[src/rtl/eeprom_image_builder.sv]
module eeprom_image_builder #(
  parameter int WORDS = 64,
  parameter logic [15:0] CSUM_K = 16'hBABA,
  parameter int ID_A = 11,
  parameter int ID_B = 13
) (
  input  logic        clk,
  input  logic        rst_n,
  input  logic        start,
  input  logic        tpl_we,
  input  logic [5:0]  tpl_addr,
  input  logic [15:0] tpl_data,
  input  logic [47:0] mac_addr,
  input  logic [15:0] dev_id,
  input  logic [5:0]  rd_addr,
  output logic [15:0] rd_data,
  output logic        done
);
  localparam int AW = $clog2(WORDS);
  localparam int LAST = WORDS - 1;

  logic [15:0] tpl_mem [WORDS];
  logic [15:0] img_mem [WORDS];
  logic        busy;
  logic [AW-1:0] idx;
  logic [15:0] acc;
  logic [15:0] word;

  wire at_end = (idx == AW'(LAST));

  always_comb begin
    word = tpl_mem[idx];
    if (idx == AW'(0)) word = {mac_addr[39:32], mac_addr[47:40]};
    else if (idx == AW'(1)) word = {mac_addr[23:16], mac_addr[31:24]};
    else if (idx == AW'(2)) word = {mac_addr[7:0], mac_addr[15:8]};
    else if (idx == AW'(ID_A) || idx == AW'(ID_B)) word = dev_id;
    if (at_end) word = CSUM_K - acc;
  end

  always_ff @(posedge clk) begin
    if (tpl_we) tpl_mem[tpl_addr] <= tpl_data;
    if (busy) img_mem[idx] <= word;
    rd_data <= img_mem[rd_addr];
  end

  always_ff @(posedge clk) begin
    if (!rst_n) begin
      busy <= 1'b0;
      done <= 1'b0;
      idx  <= '0;
      acc  <= '0;
    end else begin
      done <= 1'b0;
      if (!busy) begin
        if (start) begin
          busy <= 1'b1;
          idx  <= '0;
          acc  <= '0;
        end
      end else if (at_end) begin
        busy <= 1'b0;
        done <= 1'b1;
      end else begin
        acc <= acc + word;
        idx <= idx + 1'b1;
      end
    end
  end
endmodule


[config.mk]
export PLATFORM = sky130hd
export DESIGN_NAME = eeprom_image_builder
export DESIGN_NICKNAME = d
export VERILOG_FILES = /design/src/rtl/eeprom_image_builder.sv
export SDC_FILE = /design/constraint.sdc
export NUM_CORES = 2
export LEC_CHECK = 0
export ABC_CLOCK_PERIOD_IN_PS = 12400
export BUFFER_PORTS_ARGS = -buffer_cell sky130_fd_sc_hd__buf_2
export CORE_MARGIN = 8
export CORE_UTILIZATION = 25
export CTS_CLUSTER_DIAMETER = 60
export DETAILED_ROUTE_END_ITERATION = 16
export GPL_TIMING_DRIVEN = 1
export PLACE_DENSITY = 0.47
export SLEW_MARGIN = 10
export SYNTH_ARGS = -nofsm -noshare
export SYNTH_HDL_FRONTEND = slang
export SYNTH_SLANG_ARGS = --single-unit
[constraint.sdc]
create_clock -name clk -period 12.4 [get_ports clk]
set_input_delay 0 -clock clk [delete_from_list [all_inputs] [get_ports clk]]
set_output_delay 0 -clock clk [all_outputs]
set_load 0.02 [all_outputs]
# Yosys cells after proc, flatten, opt, wreduce, memory -nomap -nowiden
# Memories as Yosys holds them, arrays and structs flattened. A register that Yosys moved wholly into a read port is not among the register bits.
# Cells that the tools add are included.
[totals]
ramBits = 2048
rom_bits = 0
word_cells = 41
output_inout_bits = 17
in_bits = 96
memories = 2
regBits = 24
latch_bits = 0
[memory_table]
columns = ["memory", "words", "width", "rd", "rd_clocked_by_memory_dff", "wr", "line_no", "source"]
rows = [
  ["img_mem", 64, 16, 1, 1, 1, "23", "logic [15:0] img_mem [WORDS];"],
  ["tpl_mem", 64, 16, 1, 1, 1, "22", "logic [15:0] tpl_mem [WORDS];"],
]
[classes]
bitwise = 0
n_div = 0
n_mux = 21
shifts = 0
n_mul = 0
order_cmp = 0
addsub = 3
reduce_logical = 5
eq_ne = 6
[ops]
columns = ["operator", "count"]
rows = [
  ["two-way mux 16 bit", 8],
  ["two-way mux 6 bit", 5],
  ["adder 16 bit", 1],
  ["subtractor 16 bit (first input constant)", 1],
  ["== test 6 x 4 -> 1 bit (second input constant)", 2],
  ["two-way mux 1 bit", 8],
  ["adder 6 x 1 -> 6 bit (second input constant)", 1],
  ["== test 6 x 1 -> 1 bit (second input constant)", 1],
  ["== test 6 x 2 -> 1 bit (second input constant)", 1],
  ["== test 6 bit (second input constant)", 1],
  ["logical NOT 6 bit", 1],
  ["AND reduction 2 bit", 2],
  ["!= test 2 bit (second input constant)", 1],
  ["nonzero test 2 bit", 1],
  ["logical OR 1 bit", 1],
]

# Logic depth before layout (Yosys ltp)
[depth]
ltp_word = 10
ltp_mapped = 23
ltp_nobuf = 21

# Worst setup path after synthesis
# Ideal clock, no wire load.
[synth_path]
path_kind = "register -> register"
startpoint = "reg idx[3]"
endpoint = "reg acc[15]"
path_buffers = 2
required_ns = 12.336
period_less_slack_ns = 6.297
setup_slack_ns = 6.103
stages_incl_launch_ff = 22
t_arrival_ns = 6.233
setup_ns = 0.064
path_cell_list = "dfxtp_1 inv_2 or3_1 clkbuf_1 nor2_2 buf_1 mux2i_1 nand2_1 o21ai_1 nand2_1 o21ai_1 a21oi_1 ha_1 a211oi_1 o21ai_1 and3_1 o221ai_1 o21ai_0 a31oi_1 nand4b_1 mux2_2 nand4_1"
[synth_between]
elab_chain_cells = 10
elab_cells_between_ends = 17
classes_between = "1 x add/sub; 6 x eq/ne; 7 x mux; 3 x reduce/logical"
[synth_lines]
columns = ["element", "line_no", "source"]
rows = [
  ["from (decl)", "25", "logic [AW-1:0] idx;"],
  ["from (signal assigned)", "65", "idx <= idx + 1'b1;"],
  ["== test 6 x 4 -> 1 bit", "36", "else if (idx == AW'(ID_A) || idx == AW'(ID_B)) word = dev_id;"],
  ["logical OR 1 bit", "36", ""],
  ["two-way mux 16 bit", "36", ""],
  ["two-way mux 16 bit", "35", "else if (idx == AW'(2)) word = {mac_addr[7:0], mac_addr[15:8]};"],
  ["two-way mux 16 bit", "34", "else if (idx == AW'(1)) word = {mac_addr[23:16], mac_addr[31:24]};"],
  ["two-way mux 16 bit", "33", "if (idx == AW'(0)) word = {mac_addr[39:32], mac_addr[47:40]};"],
  ["two-way mux 16 bit (*)", "37", "if (at_end) word = CSUM_K - acc;"],
  ["net word[1]", "27", "logic [15:0] word;"],
  ["adder 16 bit (*)", "64", "acc <= acc + word;"],
  ["two-way mux 16 bit (*)", "60", "end else if (at_end) begin"],
  ["two-way mux 16 bit (*)", "54", "if (!busy) begin"],
  ["to (signal assigned)", "64", ""],
  ["to (decl)", "26", "logic [15:0] acc;"],
]
# Mark *: on every way through the listed nets, which the timed path passes. The rest lies on a longest branch. The select of a mux whose other input is x is not followed.
# A chain may end at the register's enable or synchronous reset.

==> impl_metrics.tcl <==
set metrics [dict create \
    skew_ps 67.0 \
    cp_slowest_cell "buf_4" \
    die_h_um 586 \
    layout_commonest_cell "edfxtp_1" \
    timing.fmax_mhz 140 \
    antenna_found_initial 25 \
    final_util 0.294 \
    synth_seq_area_share 0.769 \
    clockRootBuffer "clkbuf_16" \
    synth_top_family_by_area "multiplexers" \
    crit_type "flip-flop to flip-flop" \
    synthesis.nets 3564 \
    postRouteAntennaNets 0 \
    grt_pass1_wl_um 308000 \
    cts_buffer_depth 4 \
    seq_area_um2 62400 \
    finalCritPeriodShare 0.577 \
    cts_setup_buffers 0 \
    core_area_um2 324000 \
    synth_simple_gate_area_frac 0.0156 \
    avgRoutedWirePerCell_um 26.4 \
    hp-class "primary input to flip-flop" \
    async_flop_share 0 \
    status "complete, no violations" \
    drv_slew 0 \
    dpl.hpwl_um 124000 \
    synth-compound-area-share 0.00990 \
    port-buffer-count 112 \
    slew_headroom 0.168 \
    layout_common_cells "2048 x edfxtp_1, 668 x mux4_2, 216 x clkbuf_16, 176 x buf_4, 107 x buf_2" \
    via_per_inst 4.50 \
    final_nets 3918 \
    gr-total-overflow 0 \
    design_area_um2 95200 \
    finalHoldViolCount 0 \
    avgSynthCellArea_um2 23.5 \
    netlist_instances 3447 \
    rsz0062_at_grt "no" \
    grt_start_max_net_pins 110 \
    crit_buf_inv 4 \
    max_cap_violations 0 \
    path_clk_slew_ps 60 \
    synth-main-ff-cell "edfxtp_1" \
    wl_um 220000 \
    path_delay_family "buffers and inverters" \
    peakVddDrop_uv 120 \
    dpl_cell_area_um2 88200 \
    dieWidth_um 586 \
    gp_congestion 0.752 \
    syn_to_final_growth_pct 17.3 \
    endpoint_kind "flip-flop" \
    cp.required_ps 13220 \
    h-tree-depth 4 \
    holdWs_ps 71.5 \
    cts_sinks 2094 \
    synth.cell_area_um2 81200 \
    cts_buffers 212 \
    hold_start "tpl_addr[3]" \
    io_pins 113 \
    via_count 37400 \
    slowest_delay_ps 810 \
    synth_fa_ha_area_frac 0.00333 \
    cts_tree "built" \
    ys_seq_elements 2094 \
    multiInputGateArea_um2 18300 \
    clk_latency_ps 870 \
    fill_cells 31600 \
    crit_chain "buf_4 > buf_4 > mux4_2 > mux4_2 > mux4_2 > mux2i_1 > nand2_1 > o21ai_1 > nand2_1 > o21ai_1 > a21oi_4 > buf_4 > ha_1 > a21o_1 > a21oi_1 > o21bai_1 > a21oi_1 > o21bai_1 > a21oi_1 > xnor2_1 > a22oi_1 > nor2b_1 > dlygate4sd3_1" \
    grt_pass1_vias 38700 \
    yosysTopAreaCell "edfxtp_1" \
    cp_max_fo 65 \
    arrival_ps 7970 \
    fp.dieArea_um2 343000 \
    startpoint_type "flip-flop" \
    synth_mux_area_frac 0.188 \
    setup_violations 0 \
    first_pass_iters 5 \
    tns_ps 0 \
    p_leak_nw 28.5 \
    drt_iter0_drc 3467 \
    rows 209 \
    initial_core_util 0.251 \
    tightest_slew_ps 1250 \
    ys_types 52 \
    netlist_top_cells_area "edfxtp_1 76%, mux4_2 19%, dfxtp_1 1.1%, nor2_1 0.66%, clkbuf_1 0.49%" \
    cellPowerDensity_nw_per_um2 159 \
    grt.total_usage 0.125 \
    synth_edf_count 2048 \
    drive_above_1_share 0.340 \
    drc 0 \
    synth_top_area_share 0.758 \
    fin_crit_ps 7150 \
    yosys_warnings 0 \
    synth_xor_area_frac 0.00281 \
]
## cell usage after synthesis, types with 3 or more instances
cell	n
buf_6	21
and3_1	4
xnor2_1	14
nor3_1	6
inv_1	12
dfxtp_1	46
nand3_1	22
a21o_1	3
a31oi_1	3
nand2_1	59
nor2b_1	19
nand2b_1	7
nand3b_1	4
mux4_2	668
or3_1	8
buf_4	3
o21ai_0	18
mux2i_1	20
ha_1	20
nor2_1	143
edfxtp_1	2048
a21oi_1	31
o22ai_1	13
a22oi_1	13
nand4_1	6
o21ai_1	32
clkbuf_1	105
buf_2	12
o21bai_1	4
xor2_1	12
buf_1	42
## where the power goes
group | leakage, nW | switching (W) | internal (W) | total, W
registers | 18.8 | 0.0000310 | 0.00792 | 0.00795
logic | 6.45 | 0.000607 | 0.000353 | 0.000960
clock network | 3.25 | 0.00267 | 0.00360 | 0.00627
## cell type report
type	instances	share of cell area
antenna	12	0.000315
clock buffer	270	0.0592
clock inverter	109	0.0109
inverter	14	0.000552
multi-input combinational	1156	0.192
sequential	2094	0.656
tap	4325	0.0568
timing repair buffer	323	0.0242
## metal layers
layer / up-vias / share of wire / wire length (um) / GRT usage
li1: 15500 / - / - / -
met1: 20600 / 0.43 / 95300 / 0.169
met2: 929 / 0.49 / 107000 / 0.207
met3: 285 / 0.050 / 10900 / 0.0216
met4: 8 / 0.030 / 6580 / 0.0363
met5: - / 0.00025 / 55 / 0
## cells by family (layout without fill, tap and decap cells)
logic type      Yosys count  count (layout)
mux                     690             690
fa+ha+maj                21              21
simple gates            285             285
compound gates          134             134
other cells               0              12
flops                  2094            2094
buf+inv                 197             716
xor+xnor                 26              26
## path summary, 6_finish.rpt
| check | end | slack (ps) | cells after the start |
|---|---|---|---|
| setup / recovery | acc[8] | 5250 | 23 |
| hold / removal | tpl_mem[10][5] | 70 | 3 |
| setup reg to reg | acc[8] | 5250 | 23 |
| hold reg to reg | acc[14] | 550 | 2 |
## timing repair
action / CTS / global route
endpoints found under the hold margin: 1121 / 0
gates resized for setup: 0 / 0
hold buffers: 33 / 0
## registers in the layout, summed over array words and instances (netlist names), named ones only
| register | flops |
|---|---|
| done | 1 |
| idx | 6 |
| tpl_mem | 1024 |
| rd_data | 16 |
| busy | 1 |
| img_mem | 1024 |
| acc | 16 |
## worst register-to-register path: stages (launching register included)
cell	delay [ps]
dfxtp_4	580
buf_4	680
buf_4	830
mux4_2	610
mux4_2	500
mux4_2	560
mux2i_1	160
nand2_1	80
o21ai_1	90
nand2_1	70
o21ai_1	170
a21oi_4	80
buf_4	310
ha_1	430
a21o_1	200
a21oi_1	230
o21bai_1	90
a21oi_1	230
o21bai_1	150
a21oi_1	220
xnor2_1	140
a22oi_1	80
nor2b_1	140
dlygate4sd3_1	540
## through the flow
stage          total power (W)  setup WS (ps)  instances
2_1_floorplan          0.00866           6100       3447
3_3_place_gp           0.00906           5190       7878
3_5_place_dp           0.00908           5150       7879
4_1_cts                 0.0154           5100       8291
5_1_grt                 0.0157           4680       8293
6_report                0.0152           5250       8303
Note: power is estimated with default switching activity, not from simulation.
